**src/rtl/sflash_pkg.sv**
```systemverilog
// Shared encodings for the serial flash sequencer: host command codes,
// device opcodes, status bit positions and the internal state types.
package sflash_pkg;

    typedef enum logic [1:0] {
        HOP_READ = 2'd0,
        HOP_PROG = 2'd1,
        HOP_SECT = 2'd2,
        HOP_CHIP = 2'd3
    } host_op_e;

    typedef enum logic [2:0] {
        K_STAT_INIT,
        K_READ,
        K_PROG,
        K_ERASE,
        K_POLL
    } kind_e;

    typedef enum logic [2:0] {
        S_BOOT,
        S_GAP,
        S_IDLE,
        S_LOAD,
        S_SHIFT
    } seq_state_e;

    localparam logic [7:0] OPC_READ = 8'h03;
    localparam logic [7:0] OPC_PROG = 8'h82;
    localparam logic [7:0] OPC_SECT = 8'h50;
    localparam logic [7:0] OPC_STAT = 8'hD7;

    localparam int STAT_RDY_BIT = 7;
    localparam int STAT_P2_BIT  = 0;

endpackage

```
**src/rtl/sflash_shifter.sv**
```systemverilog
// Mode-0 byte shifter. Sends one byte MSB first on mosi while receiving one
// byte from miso. Each SPI half period lasts HALF clock cycles. The receive
// sample is taken on the rising edge, and the next transmit bit is presented
// on the falling edge. Assumes start is raised only while busy is low.
module sflash_shifter #(
    parameter int HALF = 2
) (
    input  logic       clk,
    input  logic       rst_n,
    input  logic       start,
    input  logic [7:0] tx_byte,
    input  logic       miso,
    output logic       sck,
    output logic       mosi,
    output logic       busy,
    output logic       byte_done,
    output logic [7:0] rx_byte
);

    localparam int HC_W = (HALF > 1) ? $clog2(HALF) : 1;

    logic [HC_W-1:0] hcnt_q;
    logic [2:0]      bitn_q;
    logic [7:0]      sr_q;
    logic [7:0]      rx_q;

    // Half-period timer, edge generation and bit shifting.
    always_ff @(posedge clk) begin
        if (!rst_n) begin
            hcnt_q    <= '0;
            bitn_q    <= '0;
            sr_q      <= '0;
            rx_q      <= '0;
            sck       <= 1'b0;
            busy      <= 1'b0;
            byte_done <= 1'b0;
        end else begin
            byte_done <= 1'b0;
            if (!busy) begin
                if (start) begin
                    busy   <= 1'b1;
                    sr_q   <= tx_byte;
                    sck    <= 1'b0;
                    hcnt_q <= '0;
                    bitn_q <= '0;
                end
            end else if (hcnt_q == HC_W'(HALF - 1)) begin
                hcnt_q <= '0;
                if (!sck) begin
                    sck  <= 1'b1;
                    rx_q <= {rx_q[6:0], miso};
                end else begin
                    sck <= 1'b0;
                    if (bitn_q == 3'd7) begin
                        busy      <= 1'b0;
                        byte_done <= 1'b1;
                    end else begin
                        bitn_q <= bitn_q + 3'd1;
                        sr_q   <= {sr_q[6:0], 1'b0};
                    end
                end
            end else begin
                hcnt_q <= hcnt_q + HC_W'(1);
            end
        end
    end

    assign mosi    = sr_q[7];
    assign rx_byte = rx_q;

    p_sck_idle_low_r9: assert property (@(posedge clk) disable iff (!rst_n)
        !busy |-> !sck);

    p_done_after_busy_r9: assert property (@(posedge clk) disable iff (!rst_n)
        byte_done |-> $past(busy));

endmodule

```
**src/rtl/sflash_geom.sv**
```systemverilog
// Page geometry and program-length clamping. Page size comes from the device
// addressing mode; the padded size is the power-of-two size plus 1/32.
// Assumes LEN_W is wide enough to hold the padded page size.
module sflash_geom #(
    parameter int LEN_W    = 10,
    parameter bit BIG_PAGE = 1'b0
) (
    input  logic             pow2,
    input  logic [LEN_W-1:0] req_len,
    output logic [LEN_W-1:0] page_bytes,
    output logic [LEN_W+2:0] sector_bytes,
    output logic [LEN_W-1:0] eff_len,
    output logic             over
);

    localparam int P2_PAGE  = BIG_PAGE ? 512 : 256;
    localparam int PAD_PAGE = P2_PAGE + P2_PAGE / 32;

    // Select the page size and clamp the requested length to one page.
    always_comb begin
        page_bytes   = pow2 ? LEN_W'(P2_PAGE) : LEN_W'(PAD_PAGE);
        sector_bytes = {page_bytes, 3'b000};
        over         = req_len > page_bytes;
        eff_len      = over ? page_bytes : req_len;
    end

endmodule

```
**src/rtl/sflash_seq.sv**
```systemverilog
// Serial flash command sequencer (top). Reads the device status once after
// reset to learn its page mode, then accepts read / program / sector-erase
// commands. It frames each command on a mode-0 SPI bus and polls the status
// byte after every program or erase. Assumes the address has already been
// translated, and that poll_limit is at least 1 and stays steady while a
// command runs.
module sflash_seq
    import sflash_pkg::*;
#(
    parameter int HALF     = 2,
    parameter int LEN_W    = 10,
    parameter int TMO_W    = 8,
    parameter bit BIG_PAGE = 1'b0
) (
    input  logic             clk,
    input  logic             rst_n,
    input  logic             cmd_valid,
    input  logic [1:0]       cmd_op,
    input  logic [23:0]      cmd_addr,
    input  logic [LEN_W-1:0] cmd_len,
    output logic             cmd_ready,
    output logic             cmd_reject,
    input  logic [7:0]       wr_data,
    output logic             wr_take,
    output logic [7:0]       rd_data,
    output logic             rd_valid,
    input  logic [TMO_W-1:0] poll_limit,
    output logic             done,
    output logic             err_timeout,
    output logic             trunc_flag,
    output logic             init_done,
    output logic             pow2_mode,
    output logic [LEN_W-1:0] page_bytes,
    output logic [LEN_W+2:0] sector_bytes,
    output logic             spi_cs_n,
    output logic             spi_sck,
    output logic             spi_mosi,
    input  logic             spi_miso
);

    localparam int GAP   = 2 * HALF;
    localparam int GC_W  = $clog2(GAP + 1);
    localparam int IDX_W = LEN_W + 1;

    seq_state_e       state_q;
    kind_e            kind_q;
    logic [7:0]       op_q;
    logic [23:0]      addr_q;
    logic [LEN_W-1:0] ndata_q;
    logic [IDX_W-1:0] idx_q;
    logic [GC_W-1:0]  gap_q;
    logic             pend_q;
    logic [TMO_W-1:0] poll_q;

    logic             has_addr;
    logic [IDX_W-1:0] hdr_len;
    logic [IDX_W-1:0] total;
    logic             last_byte;
    logic             in_data;
    logic [7:0]       tx_byte;
    logic             sh_start;
    logic             sh_busy;
    logic             sh_done;
    logic [7:0]       sh_rx;
    logic [LEN_W-1:0] eff_len;
    logic             len_over;
    logic             refuse;
    logic             poll_last;

    sflash_geom #(
        .LEN_W    (LEN_W),
        .BIG_PAGE (BIG_PAGE)
    ) u_geom (
        .pow2         (pow2_mode),
        .req_len      (cmd_len),
        .page_bytes   (page_bytes),
        .sector_bytes (sector_bytes),
        .eff_len      (eff_len),
        .over         (len_over)
    );

    sflash_shifter #(
        .HALF (HALF)
    ) u_shift (
        .clk       (clk),
        .rst_n     (rst_n),
        .start     (sh_start),
        .tx_byte   (tx_byte),
        .miso      (spi_miso),
        .sck       (spi_sck),
        .mosi      (spi_mosi),
        .busy      (sh_busy),
        .byte_done (sh_done),
        .rx_byte   (sh_rx)
    );

    // Frame layout of the current transaction: header length and last byte.
    always_comb begin
        has_addr  = (kind_q == K_READ) || (kind_q == K_PROG) || (kind_q == K_ERASE);
        hdr_len   = has_addr ? IDX_W'(4) : IDX_W'(1);
        total     = hdr_len + IDX_W'(ndata_q);
        last_byte = (idx_q == total - IDX_W'(1));
        in_data   = (idx_q >= hdr_len);
    end

    // Byte to send for the current frame position.
    always_comb begin
        tx_byte = 8'hFF;
        if (idx_q == IDX_W'(0))                 tx_byte = op_q;
        else if (has_addr && idx_q == IDX_W'(1)) tx_byte = addr_q[23:16];
        else if (has_addr && idx_q == IDX_W'(2)) tx_byte = addr_q[15:8];
        else if (has_addr && idx_q == IDX_W'(3)) tx_byte = addr_q[7:0];
        else if (kind_q == K_PROG)               tx_byte = wr_data;
    end

    // Request classification and polling budget test.
    always_comb begin
        refuse    = (cmd_op == HOP_CHIP) ||
                    ((cmd_op == HOP_READ || cmd_op == HOP_PROG) && cmd_len == '0);
        poll_last = ({1'b0, poll_q} + (TMO_W + 1)'(1)) >= {1'b0, poll_limit};
        sh_start  = (state_q == S_LOAD) && !sh_busy;
        cmd_ready = (state_q == S_IDLE);
        spi_cs_n  = !((state_q == S_LOAD) || (state_q == S_SHIFT));
    end

    // Command sequencing state machine.
    always_ff @(posedge clk) begin
        if (!rst_n) begin
            state_q     <= S_BOOT;
            kind_q      <= K_STAT_INIT;
            op_q        <= OPC_STAT;
            addr_q      <= '0;
            ndata_q     <= '0;
            idx_q       <= '0;
            gap_q       <= '0;
            pend_q      <= 1'b0;
            poll_q      <= '0;
            cmd_reject  <= 1'b0;
            wr_take     <= 1'b0;
            rd_data     <= '0;
            rd_valid    <= 1'b0;
            done        <= 1'b0;
            err_timeout <= 1'b0;
            trunc_flag  <= 1'b0;
            init_done   <= 1'b0;
            pow2_mode   <= 1'b0;
        end else begin
            cmd_reject <= 1'b0;
            wr_take    <= 1'b0;
            rd_valid   <= 1'b0;
            done       <= 1'b0;
            unique case (state_q)
                S_BOOT: begin
                    kind_q  <= K_STAT_INIT;
                    op_q    <= OPC_STAT;
                    ndata_q <= LEN_W'(1);
                    idx_q   <= '0;
                    pend_q  <= 1'b1;
                    gap_q   <= '0;
                    state_q <= S_GAP;
                end
                S_GAP: begin
                    if (gap_q == GC_W'(GAP - 1)) begin
                        gap_q   <= '0;
                        state_q <= pend_q ? S_LOAD : S_IDLE;
                    end else begin
                        gap_q <= gap_q + GC_W'(1);
                    end
                end
                S_IDLE: begin
                    if (cmd_valid) begin
                        if (refuse) begin
                            cmd_reject <= 1'b1;
                        end else begin
                            trunc_flag  <= (cmd_op == HOP_PROG) && len_over;
                            err_timeout <= 1'b0;
                            addr_q      <= cmd_addr;
                            idx_q       <= '0;
                            state_q     <= S_LOAD;
                            case (cmd_op)
                                HOP_READ: begin
                                    kind_q  <= K_READ;
                                    op_q    <= OPC_READ;
                                    ndata_q <= cmd_len;
                                end
                                HOP_PROG: begin
                                    kind_q  <= K_PROG;
                                    op_q    <= OPC_PROG;
                                    ndata_q <= eff_len;
                                end
                                default: begin
                                    kind_q  <= K_ERASE;
                                    op_q    <= OPC_SECT;
                                    ndata_q <= '0;
                                end
                            endcase
                        end
                    end
                end
                S_LOAD: begin
                    if (!sh_busy) begin
                        state_q <= S_SHIFT;
                        if (kind_q == K_PROG && in_data) wr_take <= 1'b1;
                    end
                end
                S_SHIFT: begin
                    if (sh_done) begin
                        if (kind_q == K_READ && in_data) begin
                            rd_valid <= 1'b1;
                            rd_data  <= sh_rx;
                        end
                        if (last_byte) begin
                            state_q <= S_GAP;
                            gap_q   <= '0;
                            idx_q   <= '0;
                            pend_q  <= 1'b0;
                            case (kind_q)
                                K_STAT_INIT: begin
                                    pow2_mode <= sh_rx[STAT_P2_BIT];
                                    init_done <= 1'b1;
                                end
                                K_READ: done <= 1'b1;
                                K_PROG, K_ERASE: begin
                                    kind_q  <= K_POLL;
                                    op_q    <= OPC_STAT;
                                    ndata_q <= LEN_W'(1);
                                    poll_q  <= '0;
                                    pend_q  <= 1'b1;
                                end
                                default: begin
                                    if (sh_rx[STAT_RDY_BIT]) begin
                                        done <= 1'b1;
                                    end else if (poll_last) begin
                                        err_timeout <= 1'b1;
                                        done        <= 1'b1;
                                    end else begin
                                        poll_q <= poll_q + TMO_W'(1);
                                        pend_q <= 1'b1;
                                    end
                                end
                            endcase
                        end else begin
                            idx_q   <= idx_q + IDX_W'(1);
                            state_q <= S_LOAD;
                        end
                    end
                end
                default: state_q <= S_BOOT;
            endcase
        end
    end

    // Checker-side count of clock cycles with chip select high.
    logic [GC_W-1:0] hi_cnt_q;
    always_ff @(posedge clk) begin
        if (!rst_n)              hi_cnt_q <= '0;
        else if (!spi_cs_n)      hi_cnt_q <= '0;
        else if (hi_cnt_q != GC_W'(GAP)) hi_cnt_q <= hi_cnt_q + GC_W'(1);
    end

    p_cs_gap_r9: assert property (@(posedge clk) disable iff (!rst_n)
        $fell(spi_cs_n) |-> hi_cnt_q == GC_W'(GAP));

    p_idle_quiet_r8: assert property (@(posedge clk) disable iff (!rst_n)
        cmd_ready |-> (spi_cs_n && !spi_sck));

    p_opcode_legal_r3: assert property (@(posedge clk) disable iff (!rst_n)
        (sh_start && idx_q == IDX_W'(0)) |->
        (tx_byte == OPC_READ || tx_byte == OPC_PROG ||
         tx_byte == OPC_SECT || tx_byte == OPC_STAT));

    p_prog_len_r5: assert property (@(posedge clk) disable iff (!rst_n)
        (kind_q == K_PROG && !spi_cs_n) |-> ndata_q <= page_bytes);

    p_poll_bound_r7: assert property (@(posedge clk) disable iff (!rst_n)
        (kind_q == K_POLL && state_q == S_SHIFT) |->
        ({1'b0, poll_q} < {1'b0, poll_limit}));

    p_done_pulse_r10: assert property (@(posedge clk) disable iff (!rst_n)
        done |=> !done);

    p_rdv_read_only_r3: assert property (@(posedge clk) disable iff (!rst_n)
        rd_valid |-> kind_q == K_READ);

    p_ready_after_init_r1: assert property (@(posedge clk) disable iff (!rst_n)
        cmd_ready |-> init_done);

endmodule

```
**config.mk**
```make
export PLATFORM = sky130hd
export DESIGN_NAME = sflash_seq
export DESIGN_NICKNAME = d
export VERILOG_FILES = /design/src/rtl/sflash_pkg.sv /design/src/rtl/sflash_shifter.sv /design/src/rtl/sflash_geom.sv /design/src/rtl/sflash_seq.sv
export SDC_FILE = /design/constraint.sdc
export NUM_CORES = 1
export LEC_CHECK = 0
export BUFFER_PORTS_ARGS = -buffer_cell sky130_fd_sc_hd__buf_2
export CORE_MARGIN = 4
export CORE_UTILIZATION = 45
export CTS_BUF_LIST = sky130_fd_sc_hd__clkbuf_16
export DETAILED_ROUTE_END_ITERATION = 8
export GPL_ROUTABILITY_DRIVEN = 0
export PLACE_DENSITY = 0.78
export SLEW_MARGIN = 20
export SYNTH_ARGS = -nofsm -noshare
export SYNTH_HDL_FRONTEND = slang
export SYNTH_SLANG_ARGS = --single-unit
```
**constraint.sdc**
```tcl
create_clock -name clk -period 3.02 [get_ports clk]
set_input_delay 0.151 -clock clk [delete_from_list [all_inputs] [get_ports clk]]
set_output_delay 0.151 -clock clk [all_outputs]
set_load 0.005 [all_outputs]
```
Word-level counts from Yosys, hierarchy flattened
Cells that the tools add are included.

Output and inout port bits: 43. Bits in registers: 110.

Bitwise gates (word level): 5. Equal/unequal tests: 30. Reduce and logical (&&, ||, !) cells: 47. Add/sub/neg operators: 8. Mux-type cells: 91. Magnitude comparators: 3.

Operators with widths (number): 8-bit two-way mux (17); 10-bit two-way mux (6); 3-bit two-way mux (19); 11-bit two-way mux (4); 11-bit case mux with 3 select lines (1); 8-bit case mux with 2 select lines (2); 10-bit case mux with 3 select lines (1); 1-bit two-way mux (29); 8-bit case mux with 3 select lines (1); 11-bit by 2-bit == test with 1-bit output, second input constant (2); 2-bit != test, second input constant (11); 3-bit AND reduction (7); 10-bit case mux with 2 select lines (1); 4-bit AND reduction (5); 3-bit case mux with 3 select lines (2); 3-bit by 2-bit == test with 1-bit output, second input constant (5); 3-bit case mux with 5 select lines (1); 6-bit AND reduction (2); 11-bit by 1-bit adder with 11-bit output, second input constant (1); 3-bit by 10-bit adder with 11-bit output (1); 11-bit by 1-bit == test with 1-bit output, second input constant (1); 11-bit == test (1); 11-bit by 3-bit greater-or-equal comparator with 1-bit output (1); 11-bit logical NOT (1); 31 further kinds (62).

Logic depth before layout (Yosys ltp)
Depth after elaboration: 10. Depth in mapped cells: 13. Mapped depth without buffers: 13.

By module
Synthesis repeated with hierarchy kept, for this count alone.

Cells, all modules: 772. Area total of the unflattened synthesis: 6317.3 µm².

By module, submodules not included: sflash_seq (seq. area each 1681.6 µm², area each 4977.3 µm², cells an instance 628, instances 1); sflash_shifter (seq. area each 460.4 µm², area each 1002.2 µm², cells an instance 93, instances 1); sflash_geom (seq. area each 0.0 µm², area each 337.8 µm², cells an instance 51, instances 1).

Least setup slack after synthesis
Ideal clock, no wire load.

Path type: reg-to-reg. Start: reg kind_q[2]. End: reg poll_q[3]. Path slack: 130 ps. Required time: 2894 ps. Buffers on the path: 1. Period minus slack after synthesis: 2890 ps. Stages on the path, launching flop included: 13. Arrival time: 2764 ps. Cell sequence: dfxtp_1 > o21bai_2 > nand2b_1 > ha_1 > fa_1 > xor2_1 > xnor2_1 > and4_1 > o2111a_1 > nand4_4 > buf_6 > nor4_1 > o22ai_1.

Word-level cells in the longest chain between the ends: 8. Elaborated cells on any way between the ends: 17. Classes of those cells: 2 x add/sub; 6 x eq/ne; 2 x mux; 1 x bitwise; 6 x reduce/logical.

RTL lines: from (decl) (RTL line sflash_seq.sv:46) `kind_e kind_q;`; from (signal assigned) (RTL line sflash_seq.sv:130) `kind_q <= K_STAT_INIT;`; from (signal assigned) (RTL line sflash_seq.sv:154) `kind_q <= K_STAT_INIT;`; from (signal assigned) (RTL line sflash_seq.sv:182) `kind_q <= K_READ;`; 3-bit by 1-bit == test with 1-bit output / 3-bit by 2-bit == test with 1-bit output (equally long branches) (RTL line sflash_seq.sv:99, sflash_seq.sv:217); 1-bit logical OR (2 in a row) (RTL line sflash_seq.sv:99) `has_addr = (kind_q == K_READ) || (kind_q == K_PROG) || (kind_q == K_ERASE);`; 3-bit two-way mux (RTL line sflash_seq.sv:100) `hdr_len = has_addr ? IDX_W'(4) : IDX_W'(1);`; 3-bit by 10-bit adder with 11-bit output (RTL line sflash_seq.sv:101) `total = hdr_len + IDX_W'(ndata_q);`; 11-bit by 1-bit subtractor with 11-bit output (RTL line sflash_seq.sv:102) `last_byte = (idx_q == total - IDX_W'(1));`; 11-bit == test (RTL line sflash_seq.sv:102); 6-bit AND reduction (no source line); to (signal assigned) (RTL line sflash_seq.sv:237) `poll_q <= poll_q + TMO_W'(1);`; to (decl) (RTL line sflash_seq.sv:53) `logic [TMO_W-1:0] poll_q;`.

Several ways; a longest one is shown, not always the timed one. A chain may end at the register's enable or synchronous reset.

Worst setup path in the final report
Start: reg kind_q[2]. End: reg op_q[1].

Word-level cells in the longest chain between the ends: 9. Elaborated cells on any way between the ends: 13. Classes of those cells: 2 x add/sub; 6 x eq/ne; 1 x mux; 4 x reduce/logical.

RTL lines: 3-bit by 1-bit == test with 1-bit output / 3-bit by 2-bit == test with 1-bit output (equally long branches) (RTL line sflash_seq.sv:99, sflash_seq.sv:217); 1-bit logical OR (2 in a row) (RTL line sflash_seq.sv:99); 3-bit two-way mux (RTL line sflash_seq.sv:100); 3-bit by 10-bit adder with 11-bit output (RTL line sflash_seq.sv:101); 11-bit by 1-bit subtractor with 11-bit output (RTL line sflash_seq.sv:102); 11-bit == test (RTL line sflash_seq.sv:102); 2-bit != test (no source line); 6-bit AND reduction (no source line) (*); to (signal assigned) (RTL line sflash_seq.sv:131) `op_q <= OPC_STAT;`; to (signal assigned) (RTL line sflash_seq.sv:155) `op_q <= OPC_STAT;`; to (signal assigned) (RTL line sflash_seq.sv:183) `op_q <= OPC_READ;`; to (decl) (RTL line sflash_seq.sv:47) `logic [7:0] op_q;`.

Mark *: on every way between the ends. The rest lies on a longest branch, timed or not.

==> flow_summary.yaml <==
run_status:
  status: "completed"
critical_path:
  start_kind: "flop"
  crit_arrival_ps: 3150
  end_kind: "flop"
  crit_type: "flop to flop"
  worstPathMaxFanout: 15
  required_ps: 3270
place:
  io_buffers: 77
  dpl.hpwl_um: 11200
  dp_cells: 996
global_routing:
  track_usage: 0.191
  met1_usage: 0.261
  gr-usage-met3: 0.0503
  gr-total-overflow: 0
  use_met2: 0.303
  busiest_layer: "met2"
  grt_pass1_wl_um: 25300
  grt_pass1_vias: 5313
  antenna_found_initial: 0
  grt_max_degree: 32
timing:
  maxSlewViolCount: 0
  fmax_mhz: 345
  slew_headroom: 0.613
  setup_viol: 0
  worst_pin_slew_ps: 575
  hold_viol: 0
  setup_tns_ps: 0
  rsz0062_at_grt: "yes"
  fin_crit_sh: 0.961
  fin_skew_ps: 12.0
  period_minus_slack_ps: 2900
route:
  wl_per_cell_um: 15.1
  drtIter0Drc: 421
  vias: 5652
  wl_um: 15400
  dr.pass1.iters: 5
  antenna_left: 0
  drc: 0
  via_per_inst: 5.55
die:
  core_region_area_um2: 13300
  fp.dieW_um: 125
  start_util: 0.464
  rows: 42
  die_h_um: 125
  fp.dieArea_um2: 15700
  io_pins: 99
cts:
  cts_buffers: 9
  cts_buffer_depth: 2
  clk_pin_slew_ps: 70
  clkLatencyLatePin_ps: 360
  ctsHtreeMaxLevel: 3
  cts_tree: "done"
  cts_root_buf: "clkbuf_16"
  postCtsHoldBufs: 0
  cts_sinks: 107
cells_and_area:
  register_area_um2: 2140
  diodes: 0
  layout-drive-gt1-share: 0.201
  fin_util: 0.536
  syn2layout_area_growth_pct: 15.5
  stdcell_count: 1018
  nNetsFinal: 921
  fillers: 1284
  multiInputGateArea_um2: 3760
power_and_ir_drop:
  p_leak_nw: 2.88
  p_per_area_nw_per_um2: 473
  finalPower_mw: 3.39
  irDropWorstVdd_uv: 413
synth:
  synth.most_common_cell: "nand2_1"
  async_flop_share: 0
  ys_seq_area_frac: 0.346
  synth-main-ff-cell: "dfxtp_1"
  ys_ff_latch: 107
  synth_top_area_frac: 0.346
  synth_area_leaders: "dfxtp_1 (35%), nand2_1 (7.6%), a21oi_1 (5.5%)"
  synth-edff-count: 0
  yosysTopAreaCell: "dfxtp_1"
  yosysWarningCount: 0
  synth_area_um2: 6190
  ys_top_cells_by_count: "nand2_1 (125), dfxtp_1 (107), a21oi_1 (68), nor2_1 (64)"
  syn_avg_cell_area_um2: 8.09
  syn_inst: 765
  ys_types: 77
worst_hold_path:
  hold_class: "input pin to flop"
run:
  drv_cap: 0
where the power goes:
part           total [mW]  switching [mW]  leakage (nW)  internal [mW]
logic               0.746           0.435          1.88          0.311
registers            1.50          0.0420         0.866           1.46
clock network        1.14           0.567         0.141          0.573
metrics by stage:
step,hold slack [ps],setup slack [ps],instance area (um2)
after floorplan,270,130,6260
after global placement,386,51.8,6710
after detailed placement,382,5.46,6710
after CTS,14.8,6.64,7000
after global routing,12.5,-59.7,7150
final,23.7,118,7150
state kept, by name, summed over array words and instances (netlist names), 5 cells and up:
register,flops
addr_q,24
idx_q,11
ndata_q,10
op_q,5
poll_q,8
rd_data,8
u_shift.rx_byte,8
u_shift.sr_q,8
cell families (layout without fill, tap and decap cells):
logic type / Yosys count / count (layout) / share of synthesized area
compound gates: 198 / 198 / 0.226
xor+xnor: 30 / 30 / 0.0424
mux: 10 / 10 / 0.0162
buf+inv: 94 / 152 / 0.0764
other cells: 2 / 21 / 0.00121
simple gates: 295 / 295 / 0.233
flops: 107 / 107 / 0.346
fa+ha+maj: 29 / 29 / 0.0594
worst max-delay path, cell delays in order (launching register included):
cell	delay [ps]
dfxtp_1	310
o21bai_2	190
nand2b_1	150
ha_1	210
fa_2	380
nand3_2	120
a21boi_2	70
o41ai_2	310
a2111oi_4	160
nand4_4	190
buf_4	150
o21ai_4	60
buf_12	180
a221o_1	320
cell usage in the layout, fill, tap and decap left out, types with 9 or more instances in the layout:
cell type  count
buf_2         77
a2111oi_0      9
nand2_1      125
dfxtp_1      105
xnor2_1       18
nor4_1         9
nor3_1        11
xor2_1        10
nor2_1        64
o21ai_1       11
buf_4         29
o21ai_0       14
o211ai_1      11
mux2i_1       10
nand2b_1       9
ha_1          25
inv_1         26
and3_1         9
conb_1        21
clkbuf_16      9
a21oi_1       67
nand3_1       12
nand4_1       10
per-layer routing:
layer	share of wire	up-vias
met5	0	-
met4	0.018	0
met3	0.057	29
met2	0.47	146
met1	0.46	2638
li1	-	2839
what timing repair did:
action,4_1_cts,5_1_grt
pin swaps,1,12
gates resized for setup,0,22
hold endpoints to repair,0,0
buffers inserted,1,5
setup endpoints to repair,5,38
layout make-up:
cell class | instances | area share
inverters | 28 | 0.0147
repair buffers | 108 | 0.0887
clock inverters | 7 | 0.00805
multi-input cells | 583 | 0.526
flip-flops and latches | 107 | 0.300
clock buffers | 9 | 0.0315
well taps | 176 | 0.0308
final timing paths:
kind	startpoint	end	slack (ps)	cells past startpoint
setup / recovery	kind_q[2]$_SDFFE_PN0P_	op_q[1]$_SDFFE_PN1P_	120	13
hold reg to reg	addr_q[14]$_SDFFE_PN0P_	addr_q[14]$_SDFFE_PN0P_	460	2
setup reg to reg	kind_q[2]$_SDFFE_PN0P_	op_q[1]$_SDFFE_PN1P_	120	13
hold / removal	cmd_addr[5]	addr_q[5]$_SDFFE_PN0P_	20	3
Power figures use the tool's default switching activity.
